<file path="config.mk">
export PLATFORM = sky130hd
export DESIGN_NAME = cclk_prescaler
export DESIGN_NICKNAME = d
export VERILOG_FILES = /design/src/rtl/cclk_prescaler_pkg.sv /design/src/rtl/cclk_cfg_hold.sv /design/src/rtl/cclk_phase_gen.sv /design/src/rtl/cclk_prescaler.sv
export SDC_FILE = /design/constraint.sdc
export NUM_CORES = 1
export LEC_CHECK = 0
export ABC_AREA = 1
export CAP_MARGIN = 20
export CORE_MARGIN = 5
export CORE_UTILIZATION = 29
export CTS_BUF_LIST = sky130_fd_sc_hd__clkbuf_4
export CTS_CLUSTER_DIAMETER = 80
export DETAILED_ROUTE_END_ITERATION = 16
export DONT_BUFFER_PORTS = 1
export SLEW_MARGIN = 20
export SYNTH_ARGS = -nofsm -noshare
export SYNTH_HDL_FRONTEND = slang
export SYNTH_SLANG_ARGS = --single-unit
</file>
<file path="constraint.sdc">
create_clock -name clk_i -period 1.7 [get_ports clk_i]
set_clock_uncertainty 0.1 [all_clocks]
set_input_delay 0.34 -clock clk_i [delete_from_list [all_inputs] [get_ports clk_i]]
set_output_delay 0.34 -clock clk_i [all_outputs]
set_load 0.01 [all_outputs]
</file>
<file path="src/rtl/cclk_prescaler_pkg.sv">
package cclk_prescaler_pkg;

    localparam int unsigned CCLK_HI_W = 5;
    localparam int unsigned CCLK_LO_W = 3;

    typedef enum logic {
        PH_LOW  = 1'b0,
        PH_HIGH = 1'b1
    } cclk_phase_e;

endpackage

</file>
<file path="src/rtl/cclk_cfg_hold.sv">
// Holds the active phase lengths; reloads them while in reset and at
// each period boundary flagged by the phase generator.
module cclk_cfg_hold #(
    parameter int unsigned HI_W = cclk_prescaler_pkg::CCLK_HI_W,
    parameter int unsigned LO_W = cclk_prescaler_pkg::CCLK_LO_W
) (
    input  logic            clk_i,
    input  logic            rst_i,
    input  logic            load_i,
    input  logic [HI_W-1:0] hi_cnt_i,
    input  logic [LO_W-1:0] lo_cnt_i,
    input  logic            legacy_add_i,
    output logic [HI_W-1:0] hi_act_o,
    output logic [LO_W-1:0] lo_act_o
);

    typedef struct packed {
        logic [HI_W-1:0] hi;
        logic [LO_W-1:0] lo;
    } cfg_t;

    cfg_t cfg_d, cfg_q;
    logic legacy_unused_d, legacy_unused_q;

    always_comb begin
        cfg_d           = cfg_q;
        legacy_unused_d = legacy_unused_q;
        if (rst_i || load_i) begin
            cfg_d.hi        = hi_cnt_i;
            cfg_d.lo        = lo_cnt_i;
            legacy_unused_d = legacy_add_i;
        end
    end

    always_ff @(posedge clk_i) begin
        cfg_q           <= cfg_d;
        legacy_unused_q <= legacy_unused_d;
    end

    assign hi_act_o = cfg_q.hi;
    assign lo_act_o = cfg_q.lo;

endmodule

</file>
<file path="src/rtl/cclk_phase_gen.sv">
// Counts the cycles of each phase, toggles the level and raises the
// edge strobes together with the level change.
module cclk_phase_gen
    import cclk_prescaler_pkg::*;
#(
    parameter int unsigned HI_W = CCLK_HI_W,
    parameter int unsigned LO_W = CCLK_LO_W
) (
    input  logic            clk_i,
    input  logic            rst_i,
    input  logic [HI_W-1:0] hi_act_i,
    input  logic [LO_W-1:0] lo_act_i,
    output logic            load_o,
    output logic            level_o,
    output logic            rise_o,
    output logic            fall_o
);

    localparam int unsigned CNT_W = (HI_W > LO_W) ? HI_W : LO_W;

    typedef struct packed {
        cclk_phase_e      ph;
        logic [CNT_W-1:0] cnt;
        logic             rise;
        logic             fall;
    } gen_t;

    gen_t gen_d, gen_q;
    logic [CNT_W-1:0] hi_lim;
    logic [CNT_W-1:0] lo_lim;
    logic             boundary;

    assign hi_lim = CNT_W'(hi_act_i);
    assign lo_lim = CNT_W'(lo_act_i);

    always_comb begin
        gen_d      = gen_q;
        gen_d.rise = 1'b0;
        gen_d.fall = 1'b0;
        boundary   = 1'b0;
        if (rst_i) begin
            gen_d.ph  = PH_LOW;
            gen_d.cnt = '0;
        end else begin
            unique case (gen_q.ph)
                PH_LOW: begin
                    if (gen_q.cnt == lo_lim) begin
                        gen_d.ph   = PH_HIGH;
                        gen_d.cnt  = '0;
                        gen_d.rise = 1'b1;
                        boundary   = 1'b1;
                    end else begin
                        gen_d.cnt = gen_q.cnt + CNT_W'(1);
                    end
                end
                PH_HIGH: begin
                    if (gen_q.cnt == hi_lim) begin
                        gen_d.ph   = PH_LOW;
                        gen_d.cnt  = '0;
                        gen_d.fall = 1'b1;
                    end else begin
                        gen_d.cnt = gen_q.cnt + CNT_W'(1);
                    end
                end
                default: begin
                    gen_d.ph  = PH_LOW;
                    gen_d.cnt = '0;
                end
            endcase
        end
    end

    always_ff @(posedge clk_i) begin
        gen_q <= gen_d;
    end

    assign load_o  = boundary;
    assign level_o = (gen_q.ph == PH_HIGH);
    assign rise_o  = gen_q.rise;
    assign fall_o  = gen_q.fall;

endmodule

</file>
<file path="src/rtl/cclk_prescaler.sv">
module cclk_prescaler
    import cclk_prescaler_pkg::*;
#(
    parameter int unsigned HI_W = CCLK_HI_W,
    parameter int unsigned LO_W = CCLK_LO_W
) (
    input  logic            clk_i,
    input  logic            rst_i,
    input  logic [HI_W-1:0] hi_cnt_i,
    input  logic [LO_W-1:0] lo_cnt_i,
    input  logic            legacy_add_i,
    output logic            cclk_o,
    output logic            rise_stb_o,
    output logic            fall_stb_o
);

    logic [HI_W-1:0] hi_act;
    logic [LO_W-1:0] lo_act;
    logic            load;

    cclk_cfg_hold #(
        .HI_W(HI_W),
        .LO_W(LO_W)
    ) u_cfg (
        .clk_i        (clk_i),
        .rst_i        (rst_i),
        .load_i       (load),
        .hi_cnt_i     (hi_cnt_i),
        .lo_cnt_i     (lo_cnt_i),
        .legacy_add_i (legacy_add_i),
        .hi_act_o     (hi_act),
        .lo_act_o     (lo_act)
    );

    cclk_phase_gen #(
        .HI_W(HI_W),
        .LO_W(LO_W)
    ) u_gen (
        .clk_i    (clk_i),
        .rst_i    (rst_i),
        .hi_act_i (hi_act),
        .lo_act_i (lo_act),
        .load_o   (load),
        .level_o  (cclk_o),
        .rise_o   (rise_stb_o),
        .fall_o   (fall_stb_o)
    );

endmodule

</file>
# Word level (Yosys, flattened, before mapping)
# Cells that the tools add are included.
classes:
  add_sub_neg: 1
  n_eq_ne: 2
  n_mux: 8
  bitwise: 1
  reduce_logical: 2
ops:
  columns: ["cell", "count"]
  rows:
  - ["$pmux 6 s2", 1]
  - ["$mux 5", 2]
  - ["$add 5x1->5 const B", 1]
  - ["$eq 5x3->1", 1]
  - ["$eq 5x5->1", 1]
  - ["$mux 1", 5]
  - ["$reduce_or 2->1", 1]
  - ["$logic_or 1x1->1", 1]
  - ["$not 1->1", 1]
totals:
  reg_bits: 16
  inputBits: 11
  out_inout_bits: 3
  word_cells: 20

# Longest topological paths before layout
# Gate-level depths: netlist of run 1.
logic_depth:
  ltp_word: 5
  ltp_mapped: 8
  ltp_nobuf: 7

# Cells and area by module
# A second synthesis of run 1 with hierarchy kept.
unflattened:
  hier_cells: 90
  area_unflattened_um2: 752.0
modules_own_cells:
  columns: ["mod", "n_inst", "cells_per_inst", "area_each_um2", "seq_area_each_um2"]
  rows:
  - ["cclk_phase_gen", 1, 79, 500.5, 160.2]
  - ["cclk_cfg_hold", 1, 11, 251.5, 240.2]

# Worst setup path before layout of run 1
# No wires, ideal clock.
synth_path:
  kind: "register to register"
  start: "register u_gen.gen_q[4] in the netlist's numbering"
  end: "register u_cfg.cfg_q, in the netlist u_cfg.hi_act_o[0], enable pin"
  setup_time_ps: 315
  arrival_ps: 899
  required_time_ps: 1285
  slack_ps: 386
  stages_incl_launch_ff: 8
  path_cell_list: "dfxtp_1 buf_6 inv_4 nand2_2 nand2_2 nor2_2 nand3_2 nand2_2"
synth_via:
  elab_chain_cells: 5
synth_lines:
  columns: ["element", "line_no", "rtl"]
  rows:
  - ["from (decl)", "cclk_phase_gen.sv:28", "gen_t gen_d, gen_q;"]
  - ["from (signal assigned)", "cclk_phase_gen.sv:74", "gen_q <= gen_d;"]
  - ["$eq 5x3->1", "cclk_phase_gen.sv:47", "if (gen_q.cnt == lo_lim) begin"]
  - ["$mux 1", "cclk_phase_gen.sv:47", null]
  - ["$mux 1", null, null]
  - ["$mux 1", "cclk_phase_gen.sv:41", "if (rst_i) begin"]
  - ["$logic_or 1x1->1", "cclk_cfg_hold.sv:28", "if (rst_i || load_i) begin"]
  - ["to (signal assigned)", "cclk_cfg_hold.sv:36", "cfg_q <= cfg_d;"]
  - ["to (decl)", "cclk_cfg_hold.sv:22", "cfg_t cfg_d, cfg_q;"]
# No other way between the ends.
# A chain may end at the register's enable or synchronous reset.

# Final worst setup path of run 1
layout_path:
  start: "register u_gen.gen_q[4] in the netlist's numbering"
  end: "register u_cfg.cfg_q, in the netlist u_cfg.lo_act_o[2], enable pin"
# The elaborated chain is that of the path after synthesis.

==> results of run 1 <==
==> metal layers <==
layer / track usage (%) / up-vias / part of all wire (%)
met5: 0 / - / 0
met4: 0.949 / 0 / 0
met3: 4.75 / 0 / 6.8
met2: 12.7 / 13 / 45
met1: 9.74 / 231 / 48
li1: - / 276 / -
==> metrics by stage <==
stage	power, mW	hold WS, ps	cell area [um2]	cells
4_1_cts	0.809	5.36	782	120
5_1_grt	0.846	10.4	792	121
3_3_place_gp	0.597	316	756	116
2_1_floorplan	0.581	312	729	87
3_5_place_dp	0.601	319	756	116
6_report	0.793	15.7	792	121
==> layout make-up <==
cell class / count / area share (%)
multi-input cells: 55 / 32.7
flip-flops and latches: 16 / 50.6
clock inverters: 1 / 0.474
inverters: 15 / 7.42
well taps: 30 / 4.74
repair buffers: 1 / 1.26
clock buffers: 3 / 2.84
==> state kept, by name (all words and copies together), names as in the netlist <==
register and count:
u_gen.gen_q 5, u_gen.rise_o 1, u_gen.level_o 1, u_gen.fall_o 1, u_cfg.hi_act_o 5, u_cfg.lo_act_o 3
==> timing repair <==
action | in CTS | in global routing
gates resized for setup | 0 | 0
hold buffers | 0 | 1
hold endpoints to repair | 0 | 1
==> Yosys cell counts (all sizes together) <==
library cell	n
nand2	27
o21ai	2
inv	15
ha	1
buf	1
nand4	1
a21oi	4
edfxtp	8
nand3	5
nor2	15
dfxtp	8
==> worst max-delay path, cell delays in order, from the launching register on <==
cell and delay (ps):
dfxtp_1 510, inv_4 50, nand2_2 60, nand2_2 40, nor2_2 110, nand3_2 110
nand2_2 210
==> cell families after synthesis <==
logic type / share of synthesized area (%)
AOI/OAI and AO/OA: 4.12
adders and majority gates: 1.71
buffers and inverters: 9.61
DFF: 54.9
and+or+nand+nor: 29.7
==> worst max path at each step <==
stage | startpoint | end | slack [ps] | cells past startpoint
2_1_floorplan | u_gen.gen_q[4] | u_cfg.hi_act_o[0] | 390 | 7
3_3_place_gp | u_gen.gen_q[4] | u_cfg.hi_act_o[1] | 210 | 6
3_5_place_dp | u_gen.gen_q[4] | u_cfg.hi_act_o[0] | 180 | 6
4_1_cts | u_gen.gen_q[4] | u_cfg.hi_act_o[0] | 160 | 6
5_1_grt | u_gen.gen_q[4] | u_cfg.hi_act_o[4] | 70 | 6
6_report | u_gen.gen_q[4] | u_cfg.lo_act_o[2] | 190 | 6
==> report_power, final <==
part | switching, mW | internal, mW
combinational | 0.0721 | 0.0439
sequential | 0.0332 | 0.444
clock | 0.115 | 0.0852
==> metrics.txt, run 1 <==
outcome finished clean; Initial DRT Pass Iterations 3; Via Count 520; Final Wtd Congestion 0.790; area delta synth->final 8.58%; FF+latch count, synth 16; minimum setup slack after placement 185 ps; number of stages on the worst hold path 1; number of setup buffers added after CTS 0; grt total ovfl 0; Finished Core Util 32.6%; max-cap viol count 0; setup total negative slack 0 ps; final HPWL from detailed placement 917 um; average wire per cell in the routed design 9.94 um; TritonCTS Buffers 3; layout cell share with drive strength beyond 1 15.4%; Mapped Nets 99; overall track demand over capacity in global routing 8.04%; required time of the worst setup path 1580 ps; endpoint of the worst hold path u_gen.fall_o; worst slew pin tran 305 ps; Critical Setup Path Class flop to flop; drt first-iter violations 10; total power density per cell area 1000 mW/mm2; leakage power 0.359 nW; area of the die 0.00362 mm2; reg-to-reg critical path endpoint u_cfg.lo_act_o[2]; Port Buf Inserts 0; number of sinks driven by the clock tree 16; data arrival time of the critical path 1390 ps; initial antenna violation count 0; number of library cell types mapped by synthesis 16; cell accounting for the most synthesized area edfxtp_1; vias in the first global route 514; YS warnings 0; largest fanout on the critical path 10; PnR worst setup slack 190 ps; # IOs 14; highest-count cells in the layout ignoring fill and taps nand2_1 (24), inv_1 (13), nor2_1 (11); Clock Latency Late Sink 280 ps; total wire length 1200 um; Critical Path Sink Type flop; startpoint of the tightest hold check path rst_i; std cell rows 18; Avg Synthesized Cell Area 8.38 um2; Chip Width 60.2 um; Clock transition at path regs 90 ps; maximum achievable frequency 662 MHz; Filler Cell Count 267; area of the multi-input gates 259 um2; worst reg2reg path startpoint u_gen.gen_q[4]; Register Area 400 um2; post-synthesis cell count 87; Slew Limit Headroom 79.6%; leading cell type in the layout, fill and taps excluded nand2_1; number of nets with antenna violations after detailed routing 0; first-pass GRT wire length 2150 um; Final Net Count 104; Initial Util 30.0%; post-route DRC violation count 0; Core Footprint 0.00243 mm2; largest cells by area after synthesis edfxtp_1 (33%), dfxtp_1 (22%), nand2_1 (12%), inv_1 (6.7%), nor2_1 (5.7%); TritonCTS clock tree built; Die Y 60.2 um; Tcrit/Tclk final 88.8%; Cell Area, Synth 729 um2; H-tree level count 1; buffers from clock root to sink, at most 2; total count of hold-check failures in the final report 0; RSZ-0062 raised after global routing false; kind of start point of the critical path flop; library cell used as clock root buffer clkbuf_4; maximum number of pins on one net before global-route repair 11; Register-to-Register Setup Slack 190 ps; routed vias/inst 4.30; Max Transition Viols Final 0; area share of the largest cell type after synthesis 32.9%; crit path time final 1510 ps; sequential-to-total area share from yosys stat 54.9%; final setup violating endpoints 0; worst vdd rail ir drop 0.000439 V; number of antenna repair diodes 0; FF-to-FF path depth 6; path type of the worst min-delay path input port to flop
(Power assumes the default switching activity.)
==> run 2, diff against run 1 <==
--- a/config.mk
+++ b/config.mk
@@ -13,6 +13,7 @@
 export CTS_CLUSTER_DIAMETER = 80
 export DETAILED_ROUTE_END_ITERATION = 16
 export DONT_BUFFER_PORTS = 1
+export SETUP_SLACK_MARGIN = 0.4
 export SLEW_MARGIN = 20
 export SYNTH_ARGS = -nofsm -noshare
 export SYNTH_HDL_FRONTEND = slang
==> run 2 against run 1 <==
Net effect: register-to-register slack better by 150 ps; wire length up 19%; die area unchanged; total power grew 11%; via count is 6.9% higher; flip-flop and latch count unchanged; core utilization increased by 3.1 points; cell area increased by 9.6%; worst setup slack improved by 150 ps; critical path depth unchanged; final cell count is 3.3% higher; largest cell class unchanged; highest routed layer unchanged.
==> metrics.txt, run 2 (synthesized netlist as in run 1, its figures left out) <==
maximum number of pins on one net before global-route repair 10; met1 routed wirelength after detailed routing 604 um; maximum achievable frequency 737 MHz; buffers from clock root to sink, at most 2; Register-to-Register Setup Slack 340 ps; std cell rows 18; # IOs 14; RSZ-0062 raised after global routing true; total instance count after detailed placement 116; worst setup path startpoint u_cfg.lo_act_o[2]; worst vdd rail ir drop 0.000618 V; number of sinks driven by the clock tree 16; highest-count cells in the layout ignoring fill and taps nand2_1 (22), inv_1 (13), nor2_1 (9); number of antenna repair diodes 0; area delta synth->final 19.0%; Clock Latency Late Sink 290 ps; total count of hold-check failures in the final report 0; Die Y 60.2 um; Max Transition Viols Final 0; Final Wtd Congestion 0.833; worst reg2reg path startpoint u_cfg.lo_act_o[2]; TritonCTS Buffers 3; max-cap viol count 0; final setup violating endpoints 0; total wire length 1430 um; Slew Limit Headroom 85.7%; outcome finished clean; Tcrit/Tclk final 79.8%; required time of the worst setup path 1610 ps; Initial Util 30.0%; layout cell share with drive strength beyond 1 27.4%; average wire per cell in the routed design 11.5 um; Critical Setup Path Class flop to flop; Via Count 556; Initial DRT Pass Iterations 4; leakage power 0.388 nW; reg-to-reg critical path endpoint u_cfg.hi_act_o[0]; area of the die 0.00362 mm2; post-route DRC violation count 0; number of nets with antenna violations after detailed routing 0; Worst Hold Slack 42.0 ps; setup total negative slack 0 ps; Core Footprint 0.00243 mm2; grt total ovfl 0; detailed-routed wire length on met2 718 um; drt first-iter violations 13; Final Net Count 108; kind of start point of the critical path flop; leading cell type in the layout, fill and taps excluded nand2_1; Port Buf Inserts 0; FF-to-FF path depth 6; data arrival time of the critical path 1260 ps; vias in the first global route 517; crit path time final 1360 ps; final HPWL from detailed placement 948 um; Clock transition at path regs 90 ps; H-tree level count 1; path type of the worst min-delay path input port to flop; post-route insts no fill 125; Critical Path Sink Type flop; initial antenna violation count 0; routed vias/inst 4.45; worst slew pin tran 214 ps; endpoint of the most critical setup path u_cfg.hi_act_o[0]; total power density per cell area 1010 mW/mm2; overall track demand over capacity in global routing 8.74%; largest fanout on the critical path 5; Chip Width 60.2 um; total met3 wirelength after detailed routing 109 um; topmost layer with routed signal wires met3; TritonCTS clock tree built; first-pass GRT wire length 2250 um; library cell used as clock root buffer clkbuf_4
==> run 2: changes by cell type in the layout (fill, tap and decap cells not counted), moves of 2 or more <==
| cell | delta |
|---|---|
| nand2_1 | -2 |
| nor2_4 | +2 |
| dfxtp_2 | +2 |
| dfxtp_1 | -3 |
| buf_4 | +3 |
| nor2_1 | -2 |
| nand2_4 | +2 |
==> run 2: through the flow <==
step	util (%)	worst slack, ps	power, mW	instance area (um2)
2_1_floorplan	-	420	0.584	734
3_3_place_gp	31.3	266	0.600	761
3_5_place_dp	31.3	226	0.607	761
4_1_cts	35.2	371	0.879	856
5_1_grt	35.7	316	0.934	868
6_report	35.7	343	0.877	868
==> run 2: layout make-up <==
type                            instances  area (um2)
Multi-Input combinational cell         56         303
Clock buffer                            4        30.0
Sequential cell                        16         407
Tap cell                               30        37.5
Fill cell                             254        1560
Timing Repair Buffer                    4        32.5
Inverter                               15        58.8
==> run 2: worst min path at each step <==
stage                start                 to  slack (ps)  cells past startpoint
3_3_place_gp         rst_i       u_gen.fall_o         320                      1
5_1_grt        hi_cnt_i[1]  u_cfg.hi_act_o[1]          10                      0
3_5_place_dp         rst_i       u_gen.fall_o         320                      1
6_report       hi_cnt_i[3]  u_cfg.hi_act_o[3]          40                      0
2_1_floorplan        rst_i       u_gen.fall_o         310                      1
4_1_cts              rst_i       u_gen.fall_o           6                      1
==> run 2: routing by layer <==
metal	up-vias	GRT usage [%]
met2	16	14.7
met1	253	9.96
met4	0	0.949
li1	287	-
met5	-	0
met3	0	4.97
==> run 2: repair_timing <==
item / 4_1_cts / 5_1_grt
hold endpoints to repair: 0 / 2
setup buffers: 3 / 0
setup endpoints to repair: 11 / 15
resized for setup: 11 / 1
hold buffers: 0 / 1
cloned: 1 / 0
pin swaps: 5 / 4
==> run 2: report_power, final <==
group | switching, mW | leakage (nW) | internal, mW
Combinational | 0.105 | 0.224 | 0.0692
Clock | 0.119 | 0.0184 | 0.107
Sequential | 0.0312 | 0.146 | 0.446
==> run 2: worst max-delay path, stage by stage (launching register included) <==
cell	delay [ps]
edfxtp_1	390
inv_1	50
nand2_1	70
nand2_2	60
nor2_4	150
nand3_4	130
nand2_4	130
==> run 3, diff against run 2 <==
==> constraint.sdc (replaced) <==
create_clock -name clk_i -period 1.15 [get_ports clk_i]
set_clock_uncertainty 0.1 [all_clocks]
set_input_delay 0.23 -clock clk_i [delete_from_list [all_inputs] [get_ports clk_i]]
set_output_delay 0.23 -clock clk_i [all_outputs]
set_load 0.01 [all_outputs]
==> run 3 against run 2 <==
Net effect: the run now ends with hold timing, setup timing left; clock power grew 31%; clock-buffer cell count decreased by 1; worst hold slack got worse by 150 ps; core utilization increased by 6.9 points; die area stayed put; non-clock buffer count rose by 8; critical path type unchanged.
==> metrics.txt, run 3 (synthesized netlist as in run 1, its figures left out) <==
fraction of met3 tracks used by global routing 4.32%; startpoint of the tightest hold check path rst_i; met2 track demand over resource 16.7%; final setup violating endpoints 15; final HPWL from detailed placement 998 um; crit path time final 1310 ps; Worst Hold Slack -111 ps; post-route DRC violation count 0; failing checks hold timing, setup timing; FF-to-FF path depth 5; H-tree level count 1; path type of the worst min-delay path input port to flop; worst slew pin tran 237 ps; max-cap viol count 0; Via Count 585; leading cell type in the layout, fill and taps excluded nand2_1; layout cell share with drive strength beyond 1 53.4%; TritonCTS clock tree built; total count of hold-check failures in the final report 12; PnR worst setup slack -161 ps; outcome finished, violations left; Clock transition at path regs 90 ps; data arrival time of the critical path 1210 ps; Register-to-Register Setup Slack -160 ps; total power density per cell area 1310 mW/mm2; number of sinks driven by the clock tree 16; routed vias/inst 4.40; TritonCTS Buffers 3; area of the die 0.00362 mm2; first-pass GRT wire length 2480 um; std cell rows 18; Slew Limit Headroom 84.2%; total instance count after detailed placement 126; Initial DRT Pass Iterations 2; endpoint of the worst hold path u_gen.fall_o; minimum setup slack after placement -188 ps; largest fanout on the critical path 5; Critical Path Sink Type flop; leakage power 0.441 nW; Port Buf Inserts 0; Chip Width 60.2 um; vias in the first global route 619; GR Util met1 10.1%; grt peak-use layer met2; # IOs 14; worst vdd rail ir drop 0.000739 V; library cell used as clock root buffer clkbuf_4; number of nets with antenna violations after detailed routing 0; RSZ-0062 raised after global routing true; Critical Setup Path Class flop to flop; required time of the worst setup path 1050 ps; worst reg2reg path startpoint u_cfg.lo_act_o[2]; Final Wtd Congestion 0.842; area delta synth->final 42.0%; Initial Util 30.0%; placed instance area 840 um2; post-route insts no fill 133; number of stages on the worst hold path 1; Filler Cell Count 249; grt total ovfl 0; buffers from clock root to sink, at most 2; Max Transition Viols Final 0; initial antenna violation count 0; number of antenna repair diodes 0; total wire length 1530 um; Pwr Total 1.35 mW; Die Y 60.2 um; drt first-iter violations 5; Core Footprint 0.00243 mm2; highest-count cells in the layout ignoring fill and taps nand2_1 (13), inv_1 (11), nand2_2 (11); Final Net Count 116; Tcrit/Tclk final 114%; Finished Core Util 42.6%; average wire per cell in the routed design 11.5 um; reg-to-reg critical path endpoint u_cfg.hi_act_o[3]; finished layout cell area 0.00104 mm2; overall track demand over capacity in global routing 9.35%; maximum achievable frequency 763 MHz; maximum number of pins on one net before global-route repair 10; setup total negative slack -1760 ps; Clock Latency Late Sink 280 ps; kind of start point of the critical path flop
[run 3: changes by cell type in the layout (fill, tap and decap cells not counted), sizes merged]
cell / delta
clkinv: +1
buf: +9
dlygate4sd3: -1
clkbuf: -1
[run 3: layer usage]
layer | vias to the layer above | share of wire (%)
met2 | 14 | 53
met1 | 269 | 41
met5 | - | 0
met3 | 0 | 6.1
li1 | 302 | -
met4 | 0 | 0
[run 3: report_power, final]
part           internal (mW)  switching (mW)
Combinational          0.154           0.197
Sequential             0.662          0.0435
Clock                  0.126           0.171
Total                  0.942           0.411
[run 3: worst max path at each step]
stage | start | to | cells after the start
CTS | u_cfg.lo_act_o[2] | u_cfg.hi_act_o[3] | 5
floorplan | u_gen.gen_q[4] | u_cfg.hi_act_o[0] | 7
global route | u_cfg.lo_act_o[2] | u_cfg.hi_act_o[4] | 6
finish | u_cfg.lo_act_o[2] | u_cfg.hi_act_o[3] | 5
global placement | u_cfg.lo_act_o[2] | u_cfg.hi_act_o[0] | 5
detailed placement | u_cfg.lo_act_o[2] | u_cfg.hi_act_o[0] | 5
[run 3: area by class of cell]
cell class	count	area, um2	area share, %
Multi-Input combinational cell	56	384	37.1
Timing Repair Buffer	12	109	10.5
Clock inverter	1	3.75	0.362
Clock buffer	3	22.5	2.17
Sequential cell	16	418	40.3
Inverter	15	61.3	5.92
Tap cell	30	37.5	3.62
[run 3: worst max-delay path, cell delays in order, from the launching register on]
cell	delay, ps
edfxtp_1	420
nand2_2	100
nand2_2	60
nor2_4	110
nand3_4	120
nand2_4	120
[run 3: what timing repair did]
| item | 4_1_cts | 5_1_grt |
|---|---|---|
| endpoints found under the setup margin | 19 | 19 |
| resized for setup | 21 | 24 |
| gates cloned | 1 | 0 |
| setup buffers | 2 | 0 |
| pin swaps | 7 | 7 |
| endpoints found under the hold margin | 13 | 13 |
